$ cat src/rtl/dma_chan_pkg.sv
package dma_chan_pkg;

  typedef enum logic [1:0] {
    ST_IDLE  = 2'd0,
    ST_FETCH = 2'd1,
    ST_STORE = 2'd2,
    ST_FLY   = 2'd3
  } seq_state_e;

  localparam logic [1:0] RA_CTRL  = 2'd0;
  localparam logic [1:0] RA_COUNT = 2'd1;
  localparam logic [1:0] RA_MADDR = 2'd2;
  localparam logic [1:0] RA_DADDR = 2'd3;

  localparam int CB_ARM   = 0;
  localparam int CB_DUAL  = 1;
  localparam int CB_TOMEM = 2;
  localparam int CB_TSEL  = 3;

endpackage

$ cat src/rtl/dma_cfg_regs.sv
module dma_cfg_regs
  import dma_chan_pkg::*;
#(
  parameter int AW   = 32,
  parameter int CW   = 16,
  parameter int TSW  = 3,
  parameter int UNIT = 4,
  parameter int RW   = 32
) (
  input  logic           clk,
  input  logic           rst_n,
  input  logic           cfg_we,
  input  logic [1:0]     cfg_addr,
  input  logic [RW-1:0]  cfg_wdata,
  output logic [RW-1:0]  cfg_rdata,
  input  logic           busy,
  input  logic           unit_done,
  output logic           arm,
  output logic           dual,
  output logic           tomem,
  output logic [TSW-1:0] tsel,
  output logic [CW-1:0]  cnt,
  output logic [AW-1:0]  maddr,
  output logic [AW-1:0]  daddr,
  output logic           done
);

  logic locked;
  logic last_unit;
  logic zero_fin;
  logic finish;
  logic wr_ctrl;

  assign locked    = arm | busy;
  assign last_unit = unit_done && (cnt == CW'(1));
  assign zero_fin  = arm && !busy && (cnt == '0);
  assign finish    = last_unit | zero_fin;
  assign wr_ctrl   = cfg_we && (cfg_addr == RA_CTRL);

  // arm: hardware clear has priority over a software write in the same cycle
  always_ff @(posedge clk or negedge rst_n) begin
    if (!rst_n) begin
      arm  <= 1'b0;
      done <= 1'b0;
    end else begin
      done <= finish;
      if (finish)       arm <= 1'b0;
      else if (wr_ctrl) arm <= cfg_wdata[CB_ARM];
    end
  end

  // setup fields: writable only while idle and disarmed
  always_ff @(posedge clk or negedge rst_n) begin
    if (!rst_n) begin
      dual  <= 1'b0;
      tomem <= 1'b0;
      tsel  <= '0;
      cnt   <= '0;
      maddr <= '0;
      daddr <= '0;
    end else if (unit_done) begin
      cnt   <= cnt - CW'(1);
      maddr <= maddr + AW'(UNIT);
      if (dual) daddr <= daddr + AW'(UNIT);
    end else if (cfg_we && !locked) begin
      case (cfg_addr)
        RA_CTRL: begin
          dual  <= cfg_wdata[CB_DUAL];
          tomem <= cfg_wdata[CB_TOMEM];
          tsel  <= cfg_wdata[CB_TSEL +: TSW];
        end
        RA_COUNT: cnt   <= cfg_wdata[CW-1:0];
        RA_MADDR: maddr <= cfg_wdata[AW-1:0];
        default:  daddr <= cfg_wdata[AW-1:0];
      endcase
    end
  end

  always_comb begin
    case (cfg_addr)
      RA_CTRL:  cfg_rdata = RW'({tsel, tomem, dual, arm});
      RA_COUNT: cfg_rdata = RW'(cnt);
      RA_MADDR: cfg_rdata = RW'(maddr);
      default:  cfg_rdata = RW'(daddr);
    endcase
  end

endmodule

$ cat src/rtl/dma_req_pick.sv
module dma_req_pick #(
  parameter int NTRIG = 4,
  parameter int TSW   = 3
) (
  input  logic             pin_n,
  input  logic [NTRIG-1:0] trig,
  input  logic [TSW-1:0]   tsel,
  output logic             want
);

  localparam int NSEL = 1 << TSW;

  logic [NSEL-1:0] tab;

  assign tab[0] = 1'b0;

  for (genvar k = 1; k < NSEL; k++) begin : g_tab
    if (k <= NTRIG) begin : g_on
      assign tab[k] = trig[k-1];
    end else begin : g_off
      assign tab[k] = 1'b0;
    end
  end

  assign want = ~pin_n | tab[tsel];

endmodule

$ cat src/rtl/dma_seq.sv
module dma_seq
  import dma_chan_pkg::*;
#(
  parameter int AW = 32,
  parameter int DW = 32
) (
  input  logic          clk,
  input  logic          rst_n,
  input  logic          arm,
  input  logic          dual,
  input  logic          tomem,
  input  logic          cnt_nz,
  input  logic          want,
  input  logic [AW-1:0] maddr,
  input  logic [AW-1:0] daddr,
  output logic          busy,
  output logic          unit_done,
  output logic          bus_valid,
  input  logic          bus_ready,
  output logic          bus_we,
  output logic [AW-1:0] bus_addr,
  output logic [DW-1:0] bus_wdata,
  input  logic [DW-1:0] bus_rdata,
  output logic          io_ack
);

  seq_state_e    state_q;
  logic [DW-1:0] hold_q;

  always_ff @(posedge clk or negedge rst_n) begin
    if (!rst_n) begin
      state_q <= ST_IDLE;
      hold_q  <= '0;
    end else begin
      case (state_q)
        ST_IDLE: begin
          if (arm && want && cnt_nz) state_q <= dual ? ST_FETCH : ST_FLY;
        end
        ST_FETCH: begin
          if (bus_ready) begin
            hold_q  <= bus_rdata;
            state_q <= ST_STORE;
          end
        end
        ST_STORE: if (bus_ready) state_q <= ST_IDLE;
        default:  if (bus_ready) state_q <= ST_IDLE;
      endcase
    end
  end

  always_comb begin
    busy      = (state_q != ST_IDLE);
    bus_valid = busy;
    io_ack    = (state_q == ST_FLY);
    unit_done = bus_ready && ((state_q == ST_STORE) || (state_q == ST_FLY));
    bus_wdata = (state_q == ST_STORE) ? hold_q : '0;
    bus_addr  = (state_q == ST_STORE) ? daddr : maddr;
    case (state_q)
      ST_STORE: bus_we = 1'b1;
      ST_FLY:   bus_we = tomem;
      default:  bus_we = 1'b0;
    endcase
  end

endmodule

$ cat src/rtl/dma_chan_seq.sv
module dma_chan_seq #(
  parameter int AW    = 32,
  parameter int DW    = 32,
  parameter int CW    = 16,
  parameter int NTRIG = 4,
  parameter int UNIT  = 4
) (
  input  logic             clk,
  input  logic             rst_n,
  input  logic             cfg_we,
  input  logic [1:0]       cfg_addr,
  input  logic [31:0]      cfg_wdata,
  output logic [31:0]      cfg_rdata,
  input  logic             dreq_n,
  input  logic [NTRIG-1:0] trig,
  output logic             bus_valid,
  input  logic             bus_ready,
  output logic             bus_we,
  output logic [AW-1:0]    bus_addr,
  output logic [DW-1:0]    bus_wdata,
  input  logic [DW-1:0]    bus_rdata,
  output logic             io_ack,
  output logic             done
);

  localparam int TSW = $clog2(NTRIG + 1);
  localparam int RW  = 32;

  logic           ch_arm;
  logic           ch_dual;
  logic           ch_tomem;
  logic [TSW-1:0] ch_tsel;
  logic [CW-1:0]  ch_cnt;
  logic [AW-1:0]  ch_maddr;
  logic [AW-1:0]  ch_daddr;
  logic           ch_busy;
  logic           ch_unit_done;
  logic           ch_want;

  dma_cfg_regs #(
    .AW(AW), .CW(CW), .TSW(TSW), .UNIT(UNIT), .RW(RW)
  ) u_regs (
    .clk       (clk),
    .rst_n     (rst_n),
    .cfg_we    (cfg_we),
    .cfg_addr  (cfg_addr),
    .cfg_wdata (cfg_wdata),
    .cfg_rdata (cfg_rdata),
    .busy      (ch_busy),
    .unit_done (ch_unit_done),
    .arm       (ch_arm),
    .dual      (ch_dual),
    .tomem     (ch_tomem),
    .tsel      (ch_tsel),
    .cnt       (ch_cnt),
    .maddr     (ch_maddr),
    .daddr     (ch_daddr),
    .done      (done)
  );

  dma_req_pick #(
    .NTRIG(NTRIG), .TSW(TSW)
  ) u_pick (
    .pin_n (dreq_n),
    .trig  (trig),
    .tsel  (ch_tsel),
    .want  (ch_want)
  );

  dma_seq #(
    .AW(AW), .DW(DW)
  ) u_seq (
    .clk       (clk),
    .rst_n     (rst_n),
    .arm       (ch_arm),
    .dual      (ch_dual),
    .tomem     (ch_tomem),
    .cnt_nz    (|ch_cnt),
    .want      (ch_want),
    .maddr     (ch_maddr),
    .daddr     (ch_daddr),
    .busy      (ch_busy),
    .unit_done (ch_unit_done),
    .bus_valid (bus_valid),
    .bus_ready (bus_ready),
    .bus_we    (bus_we),
    .bus_addr  (bus_addr),
    .bus_wdata (bus_wdata),
    .bus_rdata (bus_rdata),
    .io_ack    (io_ack)
  );

endmodule

$ cat config.mk
export PLATFORM = sky130hd
export DESIGN_NAME = dma_chan_seq
export DESIGN_NICKNAME = d
export VERILOG_FILES = /design/src/rtl/dma_chan_pkg.sv /design/src/rtl/dma_cfg_regs.sv /design/src/rtl/dma_req_pick.sv /design/src/rtl/dma_seq.sv /design/src/rtl/dma_chan_seq.sv
export SDC_FILE = /design/constraint.sdc
export NUM_CORES = 1
export LEC_CHECK = 0
export ABC_AREA = 1
export CAP_MARGIN = 15
export CELL_PAD_IN_SITES_DETAIL_PLACEMENT = 2
export CELL_PAD_IN_SITES_GLOBAL_PLACEMENT = 2
export CORE_MARGIN = 2
export CORE_UTILIZATION = 30
export DETAILED_ROUTE_END_ITERATION = 12
export GPL_TIMING_DRIVEN = 0
export HOLD_SLACK_MARGIN = 0.1
export PLACE_DENSITY = 0.88
export SLEW_MARGIN = 10
export SYNTH_ARGS = -nofsm -noshare
export SYNTH_HDL_FRONTEND = slang
export SYNTH_SLANG_ARGS = --single-unit
export TNS_END_PERCENT = 100
$ cat constraint.sdc
create_clock -name clk -period 2.6 [get_ports clk]
set_input_delay 0.26 -clock clk [delete_from_list [all_inputs] [get_ports clk]]
set_output_delay 0.26 -clock clk [all_outputs]
set_load 0.05 [all_outputs]
=== After elaboration in Yosys (flattened, before gate mapping) ===
Cells that the tools add are included.

* $add $sub $neg: 3
* $lt $le $gt $ge: 1
* Equality and inequality tests: 10
* Muxes and demuxes: 23
* Bitwise logic cells: 5
* Reduce and logical (&&, ||, !) cells: 28

{| class="wikitable"
|+ Operators with widths
! cell !! number
|-
| 2-to-1 mux 32 bit || 9
|-
| case mux 32 bit (3 select lines) || 1
|-
| adder 32 x 3 -> 32 bit (second input constant) || 2
|-
| 2-to-1 mux 16 bit || 3
|-
| == test 16 x 1 -> 1 bit (second input constant) || 1
|-
| logical NOT 16 bit || 1
|-
| OR reduction 16 bit || 1
|-
| subtractor 16 x 1 -> 16 bit (second input constant) || 1
|-
| nonzero test 2 bit || 6
|-
| AND reduction 3 bit || 3
|-
| logical AND 1 bit || 8
|-
| 2-to-1 mux 2 bit || 4
|-
| == test 2 bit (second input constant) || 3
|-
| AND reduction 2 bit || 3
|-
| == test 2 x 1 -> 1 bit (second input constant) || 2
|-
| logical NOT 2 bit || 2
|-
| < comparator 3 x 4 -> 1 bit (second input constant) || 1
|-
| != test 2 x 1 -> 1 bit (second input constant) || 2
|-
| != test 2 bit (second input constant) || 2
|-
| case mux 2 bit (2 select lines) || 1
|-
| binary-select mux 1 bit (select 3 bit) || 1
|-
| 2-to-1 mux 1 bit || 3
|-
| bitwise OR 1 bit || 3
|-
| OR reduction 3 bit || 1
|-
| other kinds (4) || 6
|}

* Flip-flop bits (word level): 121
* Bits of input ports: 75
* Output and inout port bits: 100
* Logic and storage cells: 80

=== Longest topological paths before layout ===
Gate-level depths: netlist (run 1).

* Word-level depth: 7
* Depth in mapped cells: 12
* Gate-level depth less buffers: 12

=== Modules after synthesis ===
A second synthesis (run 1) with hierarchy kept.

* Cell total of the unflattened synthesis: 1,341
* Area, all modules: 8,617.0 um2

{| class="wikitable"
|+ Modules (own cells, without submodules)
! module !! times used !! cells each !! area each (um2) !! seq. area each (um2)
|-
| dma_cfg_regs || 1 || 1,009 || 6,443.7 || 2,177.1
|-
| dma_seq || 1 || 302 || 2,054.5 || 850.8
|-
| dma_req_pick || 1 || 15 || 62.6 || 0.0
|-
| dma_chan_seq || 1 || 15 || 56.3 || 0.0
|}

=== Worst setup path after synthesis (run 1) ===
No wires, ideal clock.

* Path kind: register -> output
* Start point: register u_seq.state_q[0]
* End point: output port bus_addr[0]
* Data arrival time: 1.926 ns
* Data required time: 2.340 ns
* Slack: 0.414 ns
* Stages on the path, launching flop included: 5
* Buffers on the path: 1
* Cells stage by stage: dfrtp_1 inv_1 nand2_1 clkbuf_1 o21ai_0

* Longest elaborated chain between the ends: 2

{| class="wikitable"
|+ Ends and longest elaborated chain
! what !! RTL line !! source
|-
| start, declared || dma_seq.sv:27 || <nowiki>seq_state_e state_q;</nowiki>
|-
| start signal, assigned || dma_seq.sv:37 || <nowiki>if (arm && want && cnt_nz) state_q <= dual ? ST_FETCH : ST_FLY;</nowiki>
|-
| == test 2 bit || dma_seq.sv:57 || <nowiki>bus_addr = (state_q == ST_STORE) ? daddr : maddr;</nowiki>
|-
| 2-to-1 mux 32 bit || dma_seq.sv:57 ||
|-
| end, declared || dma_chan_seq.sv:19 || <nowiki>output logic [AW-1:0] bus_addr,</nowiki>
|}

No other way between the ends.

=== Worst setup path after layout (run 1) ===
* Start point: register u_seq.state_q[0]
* End point: output port bus_addr[11]

The elaborated chain is that of the path after synthesis.

==> results of run 1 <==
## how the worst max path moves through the flow
stage	to	slack, ps	cells past startpoint
floorplan	bus_addr[0]	410	4
global placement	u_regs.daddr[28]	-4150	1
detailed placement	cfg_rdata[2]	-620	9
CTS	bus_wdata[22]	0.3	6
global route	cfg_rdata[9]	0.8	5
finish	bus_addr[11]	50	5
## area by class of cell
cell class | instances | area, um^2
clock buffers | 20 | 457
multi-input cells | 898 | 4280
plain buffers | 48 | 259
flip-flops and latches | 121 | 3030
well taps | 341 | 427
clock inverters | 12 | 196
inverters | 192 | 721
diodes | 1 | 2.50
fillers | 3198 | 16100
repair buffers | 176 | 1550
## synthesized netlist by cell type, types with 7 or more instances
library cell | number | share of area, %
a21oi_1 | 76 | 4.6
a31oi_1 | 12 | 0.91
buf_2 | 20 | 1.2
clkbuf_1 | 18 | 0.82
dfrtp_1 | 121 | 37
inv_1 | 174 | 7.9
inv_2 | 18 | 0.82
nand2_1 | 316 | 14
nand2_2 | 8 | 0.61
nand3_1 | 74 | 4.5
nand4_1 | 11 | 0.83
nor2_1 | 182 | 8.3
nor2_4 | 9 | 1.2
nor3_1 | 17 | 1.0
o211ai_1 | 7 | 0.64
o21ai_0 | 89 | 5.4
o21ai_1 | 12 | 0.73
o221ai_1 | 15 | 1.6
o22ai_1 | 21 | 1.6
xor2_1 | 10 | 1.1
## routing by layer
layer,routed length (um),GRT usage (%),vias up
li1,-,-,4443
met1,17900,37.8,5131
met2,21600,54.0,459
met3,3600,7.47,132
met4,2140,16.6,0
met5,0,0,-
## per-stage QoR
step | area [um^2] | cells | util, % | setup WS (ps)
global route | 10900 | 1808 | 40.4 | 0.809
floorplan | 8260 | 1259 | - | 414
detailed placement | 10500 | 1775 | 38.7 | -622
CTS | 11100 | 1808 | 41.1 | 0.348
global placement | 10400 | 1774 | 38.6 | -4150
finish | 10900 | 1809 | 40.4 | 47.1
## power by group
group	internal [mW]	switching (mW)	total [mW]
logic	2.32	7.37	9.69
registers	2.74	0.998	3.74
clock network	1.75	1.05	2.80
## flip-flops by register name, summed over array words and instances, names as in the netlist
register       flops
u_regs.arm         1
u_regs.cnt        16
u_regs.daddr      32
u_regs.done        1
u_regs.dual        1
u_regs.maddr      32
u_regs.tomem       1
u_regs.tsel        3
u_seq.hold_q      32
u_seq.state_q      2
## cells in the final DEF, fill, tap and decap left out, types with 21 or more instances in the layout
cell and instances:
a21oi_1 76, nand3_1 74, buf_2 29, dfrtp_1 121, clkdlybuf4s15_2 22, nand2_1 315
inv_1 174, clkdlybuf4s50_1 76, dlygate4sd2_1 21, o21ai_0 88, clkbuf_2 47, nor2_1 181
## critical path, stage by stage, from the launching register on
cell	delay [ps]
dfrtp_1	440
inv_1	140
nand2_2	210
clkbuf_2	330
a21oi_1	300
clkdlybuf4s15_2	410
## cell families (layout without fill, tap and decap cells)
group | after synthesis | count (layout)
simple gates | 637 | 637
compound gates | 247 | 247
buf+inv | 240 | 448
flops | 121 | 121
xor+xnor | 10 | 10
fa+ha+maj | 4 | 4
other cells | 0 | 1
## what timing repair did
action / CTS / global route
endpoints found under the setup margin: 97 / 51
gates cloned: 0 / 0
hold endpoints to repair: 42 / 0
hold buffers: 1 / 0
pin swaps: 0 / 0
resized for setup: 226 / 99
==> flow_summary.json, run 1 <==
{
  "synth_fa_ha_area_share_pct": 0.606,
  "synth_edf_count": 0,
  "vias": 10200,
  "synth-compound-area-share_pct": 16.9,
  "cts_tree": "built",
  "start_kind": "register",
  "hold_class": "in2async",
  "grt_pass1_wl_mm": 68.7,
  "synth_xor_area_share_pct": 1.06,
  "slew_headroom_pct": 48.2,
  "grt_usage_pct": 31.9,
  "drc": 0,
  "clk_latency_ps": 450,
  "ys_types": 40,
  "max-vdd-ir-drop_mv": 0.625,
  "clock_sinks": 121,
  "via_per_inst": 5.62,
  "yosys_warnings": 0,
  "yosys.area_share.simple_pct": 33.1,
  "start_util_pct": 30.6,
  "status": "completed",
  "postRouteAntennaNets": 0,
  "grt.overflow.total": 0,
  "synth_top_family_by_area": "simple AND/OR/NAND/NOR gates",
  "dp_hpwl_mm": 32.0,
  "rr_worst_depth": 6,
  "required_ps": 2340,
  "grt_max_degree": 80,
  "syn2layout_area_growth_pct": 32.2,
  "period_minus_slack_ps": 2550,
  "rsz0062_at_grt": "false",
  "r2r_start": "u_seq.state_q[1]",
  "ys_async_sr_fraction_pct": 100,
  "tns_ps": 0,
  "path_class": "reg2out",
  "cp-end-kind": "output pin",
  "drive_gt1_share_pct": 13.7,
  "port_buffers": 174,
  "clockRootBuffer": "clkbuf_16",
  "critPathArrivalTime_ps": 2290,
  "synth_nets": 1338,
  "finalWeightedCongestion": 0.894,
  "maxSlewViolCount": 0,
  "layout.nets": 1533,
  "synth_area_per_cell_um2": 6.56,
  "grt_pass1_vias": 11200,
  "power_per_cell_area_nw_per_um2": 1490,
  "wirelength_mm": 45.3,
  "crit_fanout": 10,
  "wl_per_cell_um": 25.0,
  "r2r_slack_ps": 240,
  "ys_ff_latch": 121,
  "die_x_um": 170,
  "dieArea_um2": 28900,
  "finalCritPeriodShare_pct": 98.2,
  "r2r_end": "u_regs.daddr[5]",
  "whs_ps": 317,
  "die_y_um": 170,
  "synthMuxAreaShare_pct": 0,
  "p_leak_nw": 5.39,
  "maxCapViolations": 0,
  "worst_pin_slew_ps": 777,
  "cts-buffers-inserted": 17,
  "io_pins": 175,
  "fmax_ghz": 0.392,
  "firstDrtPassIters": 5,
  "seq_area_frac_synth_pct": 36.7,
  "synth-main-ff-cell": "dfrtp_1",
  "critPathLaunch": "u_seq.state_q[0]",
  "finalPower_mw": 16.2,
  "clock_path_buffers": 2,
  "finClkSkew_ps": 15.3,
  "drtIter0Drc": 706,
  "antenna_found_initial": 2,
  "synth_cells": 1259,
  "hold_viol_final": 0,
  "setup_viol": 0,
  "cts_setup_buffers": 0,
  "synth.cell_area_um2": 8260,
  "cts_htree_levels": 4,
  "core_region_area_um2": 27000,
  "clkTransAtPathRegs_ps": 60,
  "rows": 60
}
No activity file was read; power rests on OpenSTA's default activity.
==> run 2: changes to the inputs <==
--- a/config.mk
+++ b/config.mk
@@ -7,14 +7,13 @@
 export LEC_CHECK = 0
 export ABC_AREA = 1
 export CAP_MARGIN = 15
-export CELL_PAD_IN_SITES_DETAIL_PLACEMENT = 2
-export CELL_PAD_IN_SITES_GLOBAL_PLACEMENT = 2
 export CORE_MARGIN = 2
-export CORE_UTILIZATION = 30
+export CORE_UTILIZATION = 56
 export DETAILED_ROUTE_END_ITERATION = 12
 export GPL_TIMING_DRIVEN = 0
 export HOLD_SLACK_MARGIN = 0.1
 export PLACE_DENSITY = 0.88
+export SETUP_SLACK_MARGIN = 0.3
 export SLEW_MARGIN = 10
 export SYNTH_ARGS = -nofsm -noshare
 export SYNTH_HDL_FRONTEND = slang
==> flow_summary.json, run 2 (synthesis results as in run 1) <==
{
  "grt.overflow.total": 0,
  "r2r_start": "u_seq.state_q[1]",
  "grt_pass1_wl_mm": 48.7,
  "setup_viol": 0,
  "worstPathCellList": "clkdlybuf4s50_1 > inv_2 > nor2_2 > inv_2 > buf_4 > o22ai_1 > a21oi_1 > o21ai_0 > buf_4",
  "crit_fanout": 10,
  "postRouteAntennaNets": 0,
  "r2r_end": "u_regs.maddr[8]",
  "via_per_inst": 6.00,
  "r2r_slack_ps": 570,
  "hold_viol_final": 0,
  "grt_max_degree": 64,
  "critPathArrivalTime_ps": 2110,
  "start_util_pct": 57.0,
  "maxSlewViolCount": 0,
  "worst_pin_slew_ps": 652,
  "clk_latency_ps": 430,
  "firstDrtPassIters": 8,
  "finalWeightedCongestion": 1.02,
  "fill_cells": 1197,
  "tns_ps": 0,
  "max-vdd-ir-drop_mv": 0.890,
  "finalCritPeriodShare_pct": 91.2,
  "clock_path_buffers": 2,
  "mostFrequentLayoutCells": "nand2_1 (314), nor2_1 (180), inv_1 (174)",
  "clock_sinks": 121,
  "core_region_area_um2": 14500,
  "port_buffers": 174,
  "wl_per_cell_um": 19.2,
  "vias": 9912,
  "whs_ps": 365,
  "slew_headroom_pct": 56.5,
  "rows": 44,
  "clockRootBuffer": "clkbuf_16",
  "die_x_um": 125,
  "wirelength_mm": 31.7,
  "drtIter0Drc": 1358,
  "antenna_found_initial": 0,
  "layout_commonest_cell": "nand2_1",
  "clkTransAtPathRegs_ps": 60,
  "syn2layout_area_growth_pct": 28.6,
  "dieArea_um2": 15700,
  "period_minus_slack_ps": 2370,
  "status": "completed",
  "grt_usage_pct": 39.7,
  "cp-end-kind": "output pin",
  "drive_gt1_share_pct": 15.5,
  "io_pins": 175,
  "cts-buffers-inserted": 17,
  "rsz0062_at_grt": "true",
  "power_per_cell_area_nw_per_um2": 1420,
  "cpMaxStageDelayCell": "clkdlybuf4s50_1",
  "rr_worst_depth": 6,
  "path_class": "in2out",
  "largest_registers": "u_regs.daddr (32), u_regs.maddr (32), u_seq.hold_q (32)",
  "hold_class": "in2async",
  "layout.nets": 1533,
  "maxCapViolations": 0,
  "fmax_ghz": 0.422,
  "drc": 0,
  "die_y_um": 125,
  "cts_setup_buffers": 0,
  "cp_slowest_stage_delay_ps": 540,
  "cts_tree": "built",
  "finClkSkew_ps": 9.57,
  "required_ps": 2340,
  "p_leak_nw": 5.34,
  "final_util_pct": 73.3,
  "cts_htree_levels": 4,
  "grt_pass1_vias": 8970,
  "dp_hpwl_mm": 23.1,
  "start_kind": "primary input"
}
==> run 2: what timing repair did <==
item                       in CTS  in global routing
hold endpoints to repair       58                  0
gates resized for setup       404                 95
pin swaps                       0                  0
setup endpoints to repair      97                 62
hold buffers                    1                  0
==> run 2: area by class of cell <==
class | count | area (um^2) | area share (%)
tap | 184 | 230 | 2.17
sequential | 121 | 3030 | 28.5
inverter | 192 | 721 | 6.79
clock inverter | 13 | 144 | 1.36
buffer | 48 | 269 | 2.53
multi-input combinational | 898 | 4280 | 40.3
antenna | 1 | 2.50 | 0.0236
timing repair buffer | 176 | 1490 | 14.0
clock buffer | 19 | 453 | 4.27
==> run 2: through the flow <==
stage / std cells / total power, mW / worst slack [ps] / instance area (um^2)
3_3_place_gp: 1617 / 12.8 / -3660 / 10200
5_1_grt: 1651 / 15.8 / 251 / 10600
6_report: 1652 / 15.1 / 230 / 10600
4_1_cts: 1651 / 15.0 / 304 / 10800
2_1_floorplan: 1259 / 9.77 / 414 / 8260
3_5_place_dp: 1618 / 12.9 / -557 / 10300
==> run 2: worst max-delay path, delay by kind of cell <==
family	cells	cell delay, ps
AOI/OAI and AO/OA	3	430
and+or+nand+nor	1	200
buffers and inverters	5	1210
==> run 2: report_power, final <==
| part | internal, mW | switching, mW | total (mW) |
|---|---|---|---|
| clock network | 1.47 | 0.966 | 2.43 |
| logic | 2.31 | 6.76 | 9.07 |
| registers | 2.75 | 0.848 | 3.60 |
| total | 6.52 | 8.57 | 15.1 |
==> run 2: worst max-delay path by stage <==
stage	from	endpoint	slack [ps]	cells past startpoint
after floorplan	u_seq.state_q[0]	bus_addr[0]	410	4
after global placement	rst_n	u_regs.maddr[24]	-3660	1
after detailed placement	cfg_addr[0]	cfg_rdata[5]	-560	8
after CTS	u_seq.state_q[0]	bus_wdata[4]	300	6
after global routing	cfg_addr[1]	cfg_rdata[4]	250	9
final	cfg_addr[1]	cfg_rdata[5]	230	9
==> run 2: layer usage <==
layer	wire, um	vias up	part of all wire, %	global-route usage [%]
met5	0	-	0	0
met3	4210	136	13	10.4
met4	1450	0	4.6	16.8
li1	-	4440	-	-
met1	12100	4519	38	53.5
met2	13900	817	44	61.0
